File: src/rtl/dec_add_pkg.sv
package dec_add_pkg;
    localparam int DIG_W = 4;
    localparam int SUM_W = 5;

    // residue modulo nine of a small value (inputs stay below 32)
    function automatic logic [3:0] mod9(input logic [4:0] x);
        return 4'(x % 5'd9);
    endfunction
endpackage

File: src/rtl/dec_digit_former.sv
module dec_digit_former #(
    parameter int NDIG = 11
) (
    input  logic [4*NDIG-1:0] a_mag,
    input  logic [4*NDIG-1:0] b_mag,
    input  logic              eff_sub,
    output logic [5*NDIG-1:0] dsum,
    output logic              bad_code,
    output logic [3:0]        res_a,
    output logic [3:0]        res_b
);
    import dec_add_pkg::*;

    logic [NDIG-1:0] bad_vec;

    for (genvar i = 0; i < NDIG; i++) begin : g_dig
        logic [3:0] ad;
        logic [3:0] bd;
        logic [3:0] bx;
        assign ad = a_mag[DIG_W*i +: DIG_W];
        assign bd = b_mag[DIG_W*i +: DIG_W];
        // nines complement of the second operand on effective subtraction
        assign bx = eff_sub ? (4'd9 - bd) : bd;
        assign dsum[SUM_W*i +: SUM_W] = {1'b0, ad} + {1'b0, bx};
        assign bad_vec[i] = (ad > 4'd9) || (bd > 4'd9);
    end

    assign bad_code = |bad_vec;

    logic [3:0] acc_a;
    logic [3:0] acc_b;

    always_comb begin
        acc_a = 4'd0;
        acc_b = 4'd0;
        for (int i = 0; i < NDIG; i++) begin
            acc_a = mod9({1'b0, acc_a} + {1'b0, a_mag[DIG_W*i +: DIG_W]});
            acc_b = mod9({1'b0, acc_b} + {1'b0, b_mag[DIG_W*i +: DIG_W]});
        end
        res_a = acc_a;
        res_b = acc_b;
    end
endmodule

File: src/rtl/dec_carry_unit.sv
module dec_carry_unit #(
    parameter int NDIG = 11
) (
    input  logic [5*NDIG-1:0] dsum,
    input  logic              eff_sub,
    output logic [4*NDIG-1:0] mag_raw,
    output logic              cout0
);
    import dec_add_pkg::*;

    logic [NDIG-1:0] gen;
    logic [NDIG-1:0] prop;
    logic            c;
    logic            cin;
    logic [4:0]      t;

    always_comb begin
        for (int i = 0; i < NDIG; i++) begin
            gen[i]  = dsum[SUM_W*i +: SUM_W] > 5'd9;
            prop[i] = dsum[SUM_W*i +: SUM_W] == 5'd9;
        end
        // first pass: carry out of the top digit with zero carry in
        c = 1'b0;
        for (int i = 0; i < NDIG; i++) begin
            c = gen[i] | (prop[i] & c);
        end
        cout0 = c;
        // end-around carry feeds the bottom digit on subtraction
        cin = eff_sub & cout0;
        c   = cin;
        mag_raw = '0;
        for (int i = 0; i < NDIG; i++) begin
            t = dsum[SUM_W*i +: SUM_W] + {4'd0, c};
            if (t >= 5'd10) begin
                mag_raw[DIG_W*i +: DIG_W] = 4'(t - 5'd10);
            end else begin
                mag_raw[DIG_W*i +: DIG_W] = t[3:0];
            end
            c = gen[i] | (prop[i] & c);
        end
    end
endmodule

File: src/rtl/dec_result_check.sv
module dec_result_check #(
    parameter int NDIG = 11
) (
    input  logic [4*NDIG-1:0] mag,
    input  logic [3:0]        res_a,
    input  logic [3:0]        res_b,
    input  logic              eff_sub,
    input  logic              carry,
    input  logic              bad_in,
    output logic              err
);
    import dec_add_pkg::*;

    logic [3:0] res_r;
    logic       dig_bad;
    logic [3:0] lhs;
    logic [3:0] rhs;

    always_comb begin
        res_r   = 4'd0;
        dig_bad = 1'b0;
        for (int i = 0; i < NDIG; i++) begin
            res_r   = mod9({1'b0, res_r} + {1'b0, mag[DIG_W*i +: DIG_W]});
            dig_bad = dig_bad | (mag[DIG_W*i +: DIG_W] > 4'd9);
        end
        if (!eff_sub) begin
            lhs = mod9({1'b0, res_a} + {1'b0, res_b});
            rhs = mod9({1'b0, res_r} + {4'd0, carry});
        end else if (carry) begin
            lhs = res_a;
            rhs = mod9({1'b0, res_b} + {1'b0, res_r});
        end else begin
            lhs = res_b;
            rhs = mod9({1'b0, res_a} + {1'b0, res_r});
        end
        err = bad_in | dig_bad | (lhs != rhs);
    end
endmodule

File: src/rtl/dec_addsub.sv
module dec_addsub #(
    parameter int NDIG = 11
) (
    input  logic              clk,
    input  logic              rst_n,
    input  logic              in_valid,
    input  logic              sub_op,
    input  logic              a_sign,
    input  logic [4*NDIG-1:0] a_mag,
    input  logic              b_sign,
    input  logic [4*NDIG-1:0] b_mag,
    output logic              out_valid,
    output logic              res_sign,
    output logic [4*NDIG-1:0] res_mag,
    output logic              ovf,
    output logic              chk_err
);
    import dec_add_pkg::*;

    localparam int MW  = DIG_W * NDIG;
    localparam int SVW = SUM_W * NDIG;

    typedef struct packed {
        logic           valid;
        logic           eff_sub;
        logic           sign_a;
        logic           sign_b;
        logic [SVW-1:0] dsum;
        logic [3:0]     ra;
        logic [3:0]     rb;
        logic           bad;
    } ph1_t;

    typedef struct packed {
        logic          valid;
        logic          sign;
        logic [MW-1:0] mag;
        logic          ovf;
        logic          err;
    } ph2_t;

    ph1_t ph1_d, ph1_q;
    ph2_t ph2_d, ph2_q;

    logic           eff_sub_in;
    logic [SVW-1:0] dsum_w;
    logic           bad_w;
    logic [3:0]     ra_w;
    logic [3:0]     rb_w;
    logic [MW-1:0]  raw_w;
    logic           cout_w;
    logic [MW-1:0]  fin_mag;
    logic           err_w;
    logic           recomp;

    assign eff_sub_in = a_sign ^ b_sign ^ sub_op;

    dec_digit_former #(.NDIG(NDIG)) u_former (
        .a_mag    (a_mag),
        .b_mag    (b_mag),
        .eff_sub  (eff_sub_in),
        .dsum     (dsum_w),
        .bad_code (bad_w),
        .res_a    (ra_w),
        .res_b    (rb_w)
    );

    dec_carry_unit #(.NDIG(NDIG)) u_carry (
        .dsum    (ph1_q.dsum),
        .eff_sub (ph1_q.eff_sub),
        .mag_raw (raw_w),
        .cout0   (cout_w)
    );

    dec_result_check #(.NDIG(NDIG)) u_check (
        .mag     (fin_mag),
        .res_a   (ph1_q.ra),
        .res_b   (ph1_q.rb),
        .eff_sub (ph1_q.eff_sub),
        .carry   (cout_w),
        .bad_in  (ph1_q.bad),
        .err     (err_w)
    );

    always_comb begin
        // stage one capture
        ph1_d.valid   = in_valid;
        ph1_d.eff_sub = eff_sub_in;
        ph1_d.sign_a  = a_sign;
        ph1_d.sign_b  = b_sign ^ sub_op;
        ph1_d.dsum    = dsum_w;
        ph1_d.ra      = ra_w;
        ph1_d.rb      = rb_w;
        ph1_d.bad     = bad_w;

        // stage two: recomplement a negative difference
        recomp = ph1_q.eff_sub & ~cout_w;
        for (int i = 0; i < NDIG; i++) begin
            fin_mag[DIG_W*i +: DIG_W] = recomp ? (4'd9 - raw_w[DIG_W*i +: DIG_W])
                                               : raw_w[DIG_W*i +: DIG_W];
        end

        ph2_d = '0;
        if (ph1_q.valid) begin
            ph2_d.valid = 1'b1;
            ph2_d.mag   = fin_mag;
            ph2_d.ovf   = ~ph1_q.eff_sub & cout_w;
            ph2_d.err   = err_w;
            if (fin_mag == '0) begin
                ph2_d.sign = 1'b0;
            end else if (ph1_q.eff_sub && !cout_w) begin
                ph2_d.sign = ph1_q.sign_b;
            end else begin
                ph2_d.sign = ph1_q.sign_a;
            end
        end
    end

    always_ff @(posedge clk) begin
        if (!rst_n) begin
            ph1_q <= '0;
            ph2_q <= '0;
        end else begin
            ph1_q <= ph1_d;
            ph2_q <= ph2_d;
        end
    end

    assign out_valid = ph2_q.valid;
    assign res_sign  = ph2_q.sign;
    assign res_mag   = ph2_q.mag;
    assign ovf       = ph2_q.ovf;
    assign chk_err   = ph2_q.err;
endmodule

File: config.mk
export PLATFORM = sky130hd
export DESIGN_NAME = dec_addsub
export DESIGN_NICKNAME = d
export VERILOG_FILES = /design/src/rtl/dec_add_pkg.sv /design/src/rtl/dec_digit_former.sv /design/src/rtl/dec_carry_unit.sv /design/src/rtl/dec_result_check.sv /design/src/rtl/dec_addsub.sv
export SDC_FILE = /design/constraint.sdc
export NUM_CORES = 1
export LEC_CHECK = 0
export CAP_MARGIN = 20
export CORE_UTILIZATION = 25
export CTS_BUF_LIST = sky130_fd_sc_hd__clkbuf_4
export DETAILED_ROUTE_END_ITERATION = 8
export DONT_BUFFER_PORTS = 1
export GPL_TIMING_DRIVEN = 0
export HOLD_SLACK_MARGIN = 0.03
export SLEW_MARGIN = 20
export SYNTH_ARGS = -nofsm -noshare
export SYNTH_HDL_FRONTEND = slang
export SYNTH_HIERARCHICAL = 1
export SYNTH_SLANG_ARGS = --single-unit
File: constraint.sdc
create_clock -name clk -period 31.1 [get_ports clk]
set_input_delay 4.665 -clock clk [delete_from_list [all_inputs] [get_ports clk]]
set_output_delay 4.665 -clock clk [all_outputs]
set_load 0.01 [all_outputs]
* After elaboration in Yosys (flattened, before gate mapping)
Index checks and enable logic that the tools add are counted.
** Word-level totals
- Memory bits (writable) :: 0
- Bits in read-only memories :: 0
- Bits of input ports :: 94
- Bits in registers :: 116
- Bits in latches :: 0
- Memories :: 0
- Word-level logic and storage cells :: 325
- Output and inout port bits :: 48
** Cells by class
- Multiplexer cells :: 40
- Add/subtract/negate cells :: 89
- Equal/unequal tests :: 12
- Multipliers :: 0
- Reduce and logical (&&, ||, !) cells :: 17
- Bitwise operators :: 62
- Magnitude comparators :: 55
- Shift operators :: 0
- Div/mod/pow operators :: 37
** Operator list (count)
- 4-bit by 4-bit adder with 5-bit output :: 44
- 5-bit by 4-bit remainder unit with 5-bit output (second input constant) :: 34
- 4-bit 2-to-1 mux :: 37
- 4-bit greater-than comparator (second input constant) :: 33
- 4-bit subtractor (first input constant) :: 22
- 5-bit by 1-bit adder with 5-bit output :: 11
- 5-bit by 4-bit == test with 1-bit output (second input constant) :: 11
- 5-bit by 4-bit greater-or-equal comparator with 1-bit output (second input constant) :: 11
- 5-bit by 4-bit greater-than comparator with 1-bit output (second input constant) :: 11
- 48-bit 2-to-1 mux :: 1
- 44-bit logical NOT :: 1
- 4-bit subtractor (second input constant) :: 11
- 1-bit OR :: 32
- 1-bit bitwise AND :: 23
- 4-bit by 4-bit remainder unit with 5-bit output (second input constant) :: 3
- 1-bit logical OR :: 11
- 11-bit OR reduction :: 1
- 4-bit by 1-bit adder with 5-bit output :: 1
- 4-bit inequality test :: 1
- 1-bit inverter :: 4
- 3-bit OR reduction :: 1
- 1-bit bitwise XOR :: 3
- 1-bit 2-to-1 mux :: 2
- 2-bit AND reduction :: 1
- 2 further kinds :: 2

* Depth between registers and ports, before layout
Gate-level depths: netlist of the first run.
- Word-level depth :: 56
- Mapped depth :: 142
- Depth with buffers taken out :: 139

* By module
The synthesis of the first run kept the hierarchy.
** By module, submodules not included
- dec_digit_former :: area each 11110.7 um^2, times used 1, cells an instance 1541, seq. area each 0.0 um^2
- dec_result_check :: area each 4919.7 um^2, times used 1, cells an instance 710, seq. area each 0.0 um^2
- dec_addsub :: area each 4092.7 um^2, times used 1, cells an instance 398, seq. area each 2322.2 um^2
- dec_carry_unit :: area each 1976.9 um^2, times used 1, cells an instance 275, seq. area each 0.0 um^2

* Worst setup path after synthesis of the first run
OpenSTA, ideal clock, no wires.
- Path kind :: input to register
- Start point :: input port b_mag[1]
- End point :: register ph1_q[1] in the netlist's numbering
- Stages on the path :: 106
- Data arrival time :: 25290 ps
- Setup slack :: 5695 ps
- Library setup time :: 115 ps
- Required time :: 30985 ps
- Buffers on the path :: 2
- Path through :: inv_1 ha_1 inv_1 o21ai_0 nand2_1 nand3b_1 o21ai_0 ha_1 fa_1 xor2_1 inv_1 ha_1 a21oi_1 nor2b_1 nand2_1 mux2i_1 o221ai_1 o311ai_0 [... 70 more ...] inv_1 ha_1 o211ai_1 a21oi_2 o21ai_1 or3_1 ha_1 fa_1 clkbuf_1 inv_1 ha_1 nand3b_1 nand2b_1 mux2i_1 mux2i_1 o21ai_0 xor2_1 and2_1
** RTL lines
- start, declared :: RTL line dec_addsub.sv:11 : input logic [4*NDIG-1:0] b_mag,
- end signal, assigned :: RTL line dec_addsub.sv:124 : ph1_q <= ph1_d;
- end, declared :: RTL line dec_addsub.sv:42 : ph1_t ph1_d, ph1_q;

==> key figures, run 1 <==
Place
  – Buffers on Ports: 0
  – Placed Cells: 4079
  – Post-DP HPWL: 53600 um
  – Placer Congestion: 0.893

Logic synthesis
  – Ys flop type: dfxtp_1
  – Sequential area share after synthesis: 10.5%
  – Post-synth cell types: 110
  – Synth area leaders: ha_1 15%, dfxtp_1 11%, xnor2_1 6.7%
  – Post-synth EDFFs: 0
  – Area leader, netlist: ha_1
  – Mapped Avg Cell Area: 7.56 sq um
  – Async SR Flop Fraction: 0%
  – Mapped Cells: 2924
  – #FFs+latches synth: 116
  – Yosys top cell area share: 15.2%
  – Mapped Area: 22100 sq um
  – Yosys Warn Count: 6
  – Syn_nets: 3330

CTS
  – Clk sink count: 116
  – Root Buffer: clkbuf_4
  – Longest Clk Path Bufs: 2
  – Htree depth: 4
  – Clock Pin Slew Worst Setup and Hold Paths: 0.12 ns
  – CTS tree: done
  – Number of CTS-inserted buffers: 17
  – Clk_lat worst skew: 0.60 ns

Floorplanning
  – Core area: 87200 sq um
  – Rows: 108
  – Die Ht: 299 um
  – Full die area: 89600 sq um
  – Ports: 142
  – Die Span X: 299 um
  – Initial core utilization: 25.4%

STA
  – Max_slew headroom: 37.6%
  – Slew Viols, Final: 0
  – FMAX: 35.1 MHz
  – Clk_skew: 0.0411 ns
  – Tcrit/Tclk final: 91.5%
  – Min Tclk post-route: 28.45 ns
  – Hold Vio Cnt, Final: 0
  – Final setup vio count: 0
  – Slew @ Worst Pin: 0.937 ns

Setup path
  – Critical Path Max Stage Delay: 0.73 ns
  – CP most frequent cell: ha_1
  – Critical Path Slowest Stage Cell: o311ai_0
  – CP arrival: 28.95 ns
  – Cell depth of the worst setup path: 101
  – Top delay family on crit path: adder cells
  – CP startpoint kind: input port
  – Worst Path Max Fanout: 10
  – Worst path buffer plus inverter count: 13
  – R2r worst-path depth: 130
  – CP required: 31.60 ns
  – CP endpoint kind: flip-flop
  – Crit path kind: in2reg

Global routing
  – Total track usage: 13.6%
  – Number of global-route vias before repair: 18700
  – Initial antenna violation count: 3
  – First-pass GRT wire length: 99100 um
  – Largest net degree at the start of global routing: 17
  – Grt total ovfl: 0

Run status
  – Run status: complete, no violations

Cells and area
  – Filler cells: 9411
  – Sequential cell area: 2320 sq um
  – Share of cells above drive strength 1: 5.85%
  – Area of the multi-input gates: 18700 sq um
  – Final Non-Filler Cells: 4113
  – Nets: 3349
  – Area grow syn2layout: 8.61%

Detailed routing
  – Vias per cell: 5.09
  – First-pass DRT Iterations: 5
  – DRT Wirelength: 63700 um
  – DR vias: 20900
  – DRT antenna net count: 0
  – DR DRC count: 0
  – Iteration-0 DRC Markers: 1373
  – DR WL/cell: 15.5 um

Min path
  – Hold depth: 1
  – Hold WC Path Type: reg2reg

Run
  – Max_cap viols: 0
==> final cells by class <==
| class | count | share of cell area, % |
|---|---|---|
| clock buffer | 18 | 0.563 |
| tap | 1155 | 6.02 |
| buffer | 112 | 2.02 |
| inverter | 183 | 2.86 |
| antenna | 2 | 0.0209 |
| multi-input combinational | 2513 | 78.1 |
| sequential | 116 | 9.68 |
| clock inverter | 14 | 0.740 |
==> Yosys cell counts, drive strengths merged (71+ instances only) <==
library cell,instances
and2,121
nand3,98
nand2,237
inv,183
xnor2,169
ha,269
o21ai,261
xor2,89
nor2,155
clkbuf,78
nor3,71
a21o,97
a21oi,196
dfxtp,116
==> final timing paths <==
check                             from                  end  slack (ns)
setup / recovery              b_mag[1]  ph1_q[1]$_SDFF_PN0_        2.65
hold / removal    ph1_q[67]$_SDFF_PN0_   chk_err$_SDFF_PN0_        0.55
hold reg to reg   ph1_q[67]$_SDFF_PN0_   chk_err$_SDFF_PN0_        0.55
setup reg to reg  ph1_q[11]$_SDFF_PN0_   chk_err$_SDFF_PN0_        2.75
==> worst reg2reg max path, delay by kind of cell, from the launching register on <==
family          cells  cell delay [ns]
simple gates       24             4.46
mux                 2             0.52
buf+inv            18             2.43
fa+ha+maj          29             8.70
flops               1             0.38
xor+xnor           14             3.37
compound gates     43             8.41
==> routing by layer <==
metal | up-vias | GRT usage, % | wire length (um)
met5 | - | 0 | 0
met4 | 0 | 4.40 | 1780
met3 | 76 | 2.84 | 4180
met2 | 499 | 22.3 | 28600
met1 | 9604 | 17.8 | 29100
li1 | 10700 | - | -
==> what timing repair did <==
action | in CTS | in global routing
gates resized for setup | 0 | 22
hold buffers | 0 | 0
setup buffers | 0 | 0
setup endpoints to repair | 0 | 1
==> through the flow <==
step	hold WS (ns)	util, %	setup slack (ns)	instance area, sq um	setup TNS, ns
floorplan	0.452	-	5.69	22100	0
global placement	0.521	27.0	1.98	23500	0
detailed placement	0.531	27.0	1.80	23500	0
CTS	0.559	27.4	1.69	23900	0
global route	0.572	27.5	-0.0130	24000	-0.0130
finish	0.549	27.5	2.65	24000	0
==> sequential cells by signal (all words and copies together), names as in the netlist <==
| signal | cells |
|---|---|
| res_mag | 44 |
| res_sign | 1 |
| ovf | 1 |
| chk_err | 1 |
| out_valid | 1 |
| ph1_q | 68 |
==> cell usage in the layout (no fill, tap or decap), types with 13 or more instances in the layout <==
master and count:
a211oi_1 19, a21o_1 96, a21oi_1 165, a21oi_2 18
a21oi_4 13, a22o_1 17, a31oi_1 48, a32oi_1 24
and2_1 117, buf_2 19, clkbuf_1 78, clkbuf_4 18
dfxtp_1 116, fa_1 43, ha_1 269, inv_1 181
mux2i_1 62, nand2_1 235, nand2b_1 46, nand3_1 98
nand3b_1 24, nand4_1 34, nor2_1 155, nor2b_1 47
nor3_1 68, nor4_1 26, o211ai_1 18, o21a_1 14
o21ai_0 233, o21ai_1 25, o21bai_1 20, o22ai_1 15
o311ai_0 16, o31ai_1 15, or3_1 38, xnor2_1 164
xor2_1 69
==> kinds of logic after synthesis <==
kind of cell	after synthesis	synth area share, %
buf+inv	295	5.30
simple gates	970	22.8
mux	68	3.11
xor+xnor	264	11.7
fa+ha+maj	312	19.1
flops	116	10.5
compound gates	899	27.4
Power of run 1 is not shown: default switching activity piles up to over one toggle a cycle in this logic, so the estimate is an artifact.
==> run 2: changes to the inputs <==
--- a/config.mk
+++ b/config.mk
@@ -6,12 +6,15 @@
 export NUM_CORES = 1
 export LEC_CHECK = 0
 export CAP_MARGIN = 20
+export CELL_PAD_IN_SITES_DETAIL_PLACEMENT = 0
+export CELL_PAD_IN_SITES_GLOBAL_PLACEMENT = 1
 export CORE_UTILIZATION = 25
 export CTS_BUF_LIST = sky130_fd_sc_hd__clkbuf_4
 export DETAILED_ROUTE_END_ITERATION = 8
 export DONT_BUFFER_PORTS = 1
 export GPL_TIMING_DRIVEN = 0
 export HOLD_SLACK_MARGIN = 0.03
+export PLACE_DENSITY_LB_ADDON = 0.1
 export SLEW_MARGIN = 20
 export SYNTH_ARGS = -nofsm -noshare
 export SYNTH_HDL_FRONTEND = slang
==> constraint.sdc (replaced) <==
create_clock -name clk -period 35.1 [get_ports clk]
set_input_delay 5.265 -clock clk [delete_from_list [all_inputs] [get_ports clk]]
set_output_delay 5.265 -clock clk [all_outputs]
set_load 0.01 [all_outputs]
==> run 2 against run 1 <==
  * First-iteration DRC count down 19%
  * Clock skew down 0.0023 ns
  * Wire length increased by 13%
  * Worst setup slack better by 2.0 ns
  * Register-to-register slack improved by 1.9 ns
  * Worst hold slack worse by 0.043 ns
  * Non-clock buffer count stayed put
  * Core utilization fell by 0.13 points
  * Cell count is essentially flat
  * Die area unchanged
  * Cell area fell by 0.46%
==> key figures, run 2 (synthesis gave the netlist of run 1 again) <==
Run status
  – Run status: complete, no violations

Detailed routing
  – DR DRC count: 0 (unchanged)
  – DR WL/cell: 17.5 um (+13%)
  – Iteration-0 DRC Markers: 1109 (-19%)
  – DRT antenna net count: 0 (unchanged)
  – DR vias: 21200 (+1.3%)
  – Vias per cell: 5.16 (+1.4%)
  – DRT Wirelength: 72100 um (+13%)
  – First-pass DRT Iterations: 5 (unchanged)

Setup path
  – CP endpoint kind: flip-flop
  – R2r worst-path depth: 127 (-2.3%)
  – Crit path kind: reg2reg
  – Worst Path Max Fanout: 10 (unchanged)
  – Critical Path Max Stage Delay: 0.67 ns (-0.06 ns)
  – CP required: 35.63 ns (+4.03 ns)
  – CP most frequent cell: ha_1
  – R2r setup slk: 4.65 ns (+1.90 ns)
  – CP arrival: 30.99 ns (+2.04 ns)
  – Critical Path Slowest Stage Cell: nor4_1
  – CP startpoint kind: flip-flop

STA
  – Smallest setup slack after layout: 4.65 ns (+2.00 ns)
  – Max_slew headroom: 29.4% (-8.2 points)
  – Clk_skew: 0.0388 ns (-0.00227 ns)
  – FMAX: 32.8 MHz
  – Setup TNS: 0 ns (unchanged)
  – Slew Viols, Final: 0 (unchanged)
  – RSZ-0062 raised after global routing: no
  – Slew @ Worst Pin: 1.05 ns (+0.112 ns)
  – Min Tclk post-route: 30.45 ns
  – Hold Vio Cnt, Final: 0 (unchanged)
  – Final setup vio count: 0 (unchanged)
  – Tcrit/Tclk final: 86.8%

Floorplanning
  – Die Ht: 299 um (unchanged)
  – Initial core utilization: 25.4% (unchanged)
  – Full die area: 89600 sq um (unchanged)
  – Rows: 108 (unchanged)
  – Die Span X: 299 um (unchanged)
  – Ports: 142 (unchanged)
  – Core area: 87200 sq um (unchanged)

Cells and area
  – Share of cells above drive strength 1: 5.28% (-0.58 points)
  – Area grow syn2layout: 8.10%
  – End-of-flow core utilization: 27.4% (-0.13 points)
  – Filler cells: 9533 (+1.3%)
  – Commonest non-fill, non-tap cell in the layout: ha_1
  – Nets: 3349 (unchanged)
  – Area of the multi-input gates: 18600 sq um (-0.74%)
  – Commonest cells after routing, fill and taps aside: 269 x ha_1, 235 x nand2_1, 233 x o21ai_0, 181 x inv_1, 169 x xnor2_1
  – Final Cell Area: 23900 sq um (-0.46%)
  – Most flops, register: ph1_q
  – Max reg flops: 68 (unchanged)
  – Sequential cell area: 2320 sq um (unchanged)

CTS
  – CTS tree: done
  – Root Buffer: clkbuf_4
  – Number of CTS-inserted buffers: 17 (unchanged)
  – Clk_lat worst skew: 0.65 ns (+0.05 ns)
  – CTS Hold Bufs: 0 (unchanged)
  – Longest Clk Path Bufs: 2 (unchanged)
  – Postcts setup bufs: 0 (unchanged)
  – Post-cts resize count: 0 (unchanged)
  – Clock Pin Slew Worst Setup and Hold Paths: 0.13 ns (about the same)
  – Htree depth: 4 (unchanged)
  – Clk sink count: 116 (unchanged)

Place
  – Post-DP HPWL: 61200 um (+14%)
  – Buffers on Ports: 0 (unchanged)
  – DP Area: 23500 sq um (unchanged)
  – Place WS: 4.72 ns (+2.91 ns)
  – Placer Congestion: 0.832 (-6.8%)

Run
  – Max_cap viols: 0 (unchanged)

Global routing
  – Initial antenna violation count: 1 (-2)
  – Total track usage: 15.6% (+1.9 points)
  – First-pass GRT wire length: 112000 um (+13%)
  – Grt total ovfl: 0 (unchanged)
  – Number of global-route vias before repair: 20200 (+8.0%)
  – Largest net degree at the start of global routing: 17 (unchanged)

Min path
  – Hold depth: 1 (unchanged)
  – Hold WC Path Type: reg2reg
==> run 2: cell types whose count changed in the layout (fill, tap and decap cells not counted), sizes merged <==
| cell | before | now |
|---|---|---|
| inv | 186 | 192 |
| clkinv | 7 | 2 |
| bufinv | 3 | 4 |
| clkbuf | 96 | 95 |
| clkinvlp | 1 | 0 |
| diode | 2 | 1 |
==> run 2: worst paths after layout <==
path | start | end
worst max-delay path | ph1_q[16]$_SDFF_PN0_ | chk_err$_SDFF_PN0_
worst max register to register | ph1_q[16]$_SDFF_PN0_ | chk_err$_SDFF_PN0_
worst min-delay path | ph1_q[67]$_SDFF_PN0_ | chk_err$_SDFF_PN0_
worst min register to register | ph1_q[67]$_SDFF_PN0_ | chk_err$_SDFF_PN0_
==> run 2: cell type report <==
class                   count  share of cell area (%)
diodes                      1                  0.0105
inverters                 183                    2.88
multi-input cells        2513                    77.9
flip-flops and latches    116                    9.72
clock inverters            15                   0.901
plain buffers             112                    2.03
well taps                1155                    6.05
clock buffers              17                   0.534
==> run 2: worst max-delay path: cells and delay by family (launching register included) <==
kind / cells / cell delay (ns)
fa+ha+maj: 32 / 9.82
compound gates: 34 / 6.35
xor+xnor: 18 / 5.98
simple gates: 26 / 5.45
buf+inv: 16 / 2.20
flops: 1 / 0.38
mux: 1 / 0.17
==> run 2: metal layers <==
| metal | track usage [%] | vias to the layer above | wire, um |
|---|---|---|---|
| met5 | 0 | - | 0 |
| met4 | 3.96 | 0 | 1390 |
| met3 | 2.04 | 69 | 2840 |
| met2 | 27.0 | 434 | 34300 |
| met1 | 20.2 | 9967 | 33600 |
| li1 | - | 10700 | - |
==> run 2: metrics by stage <==
step / hold WS [ns] / instances
3_5_place_dp: 0.496 / 4079
5_1_grt: 0.531 / 4112
3_3_place_gp: 0.493 / 4079
4_1_cts: 0.512 / 4111
6_report: 0.506 / 4112
2_1_floorplan: 0.452 / 2924
Power of run 2 is left out for the same reason.
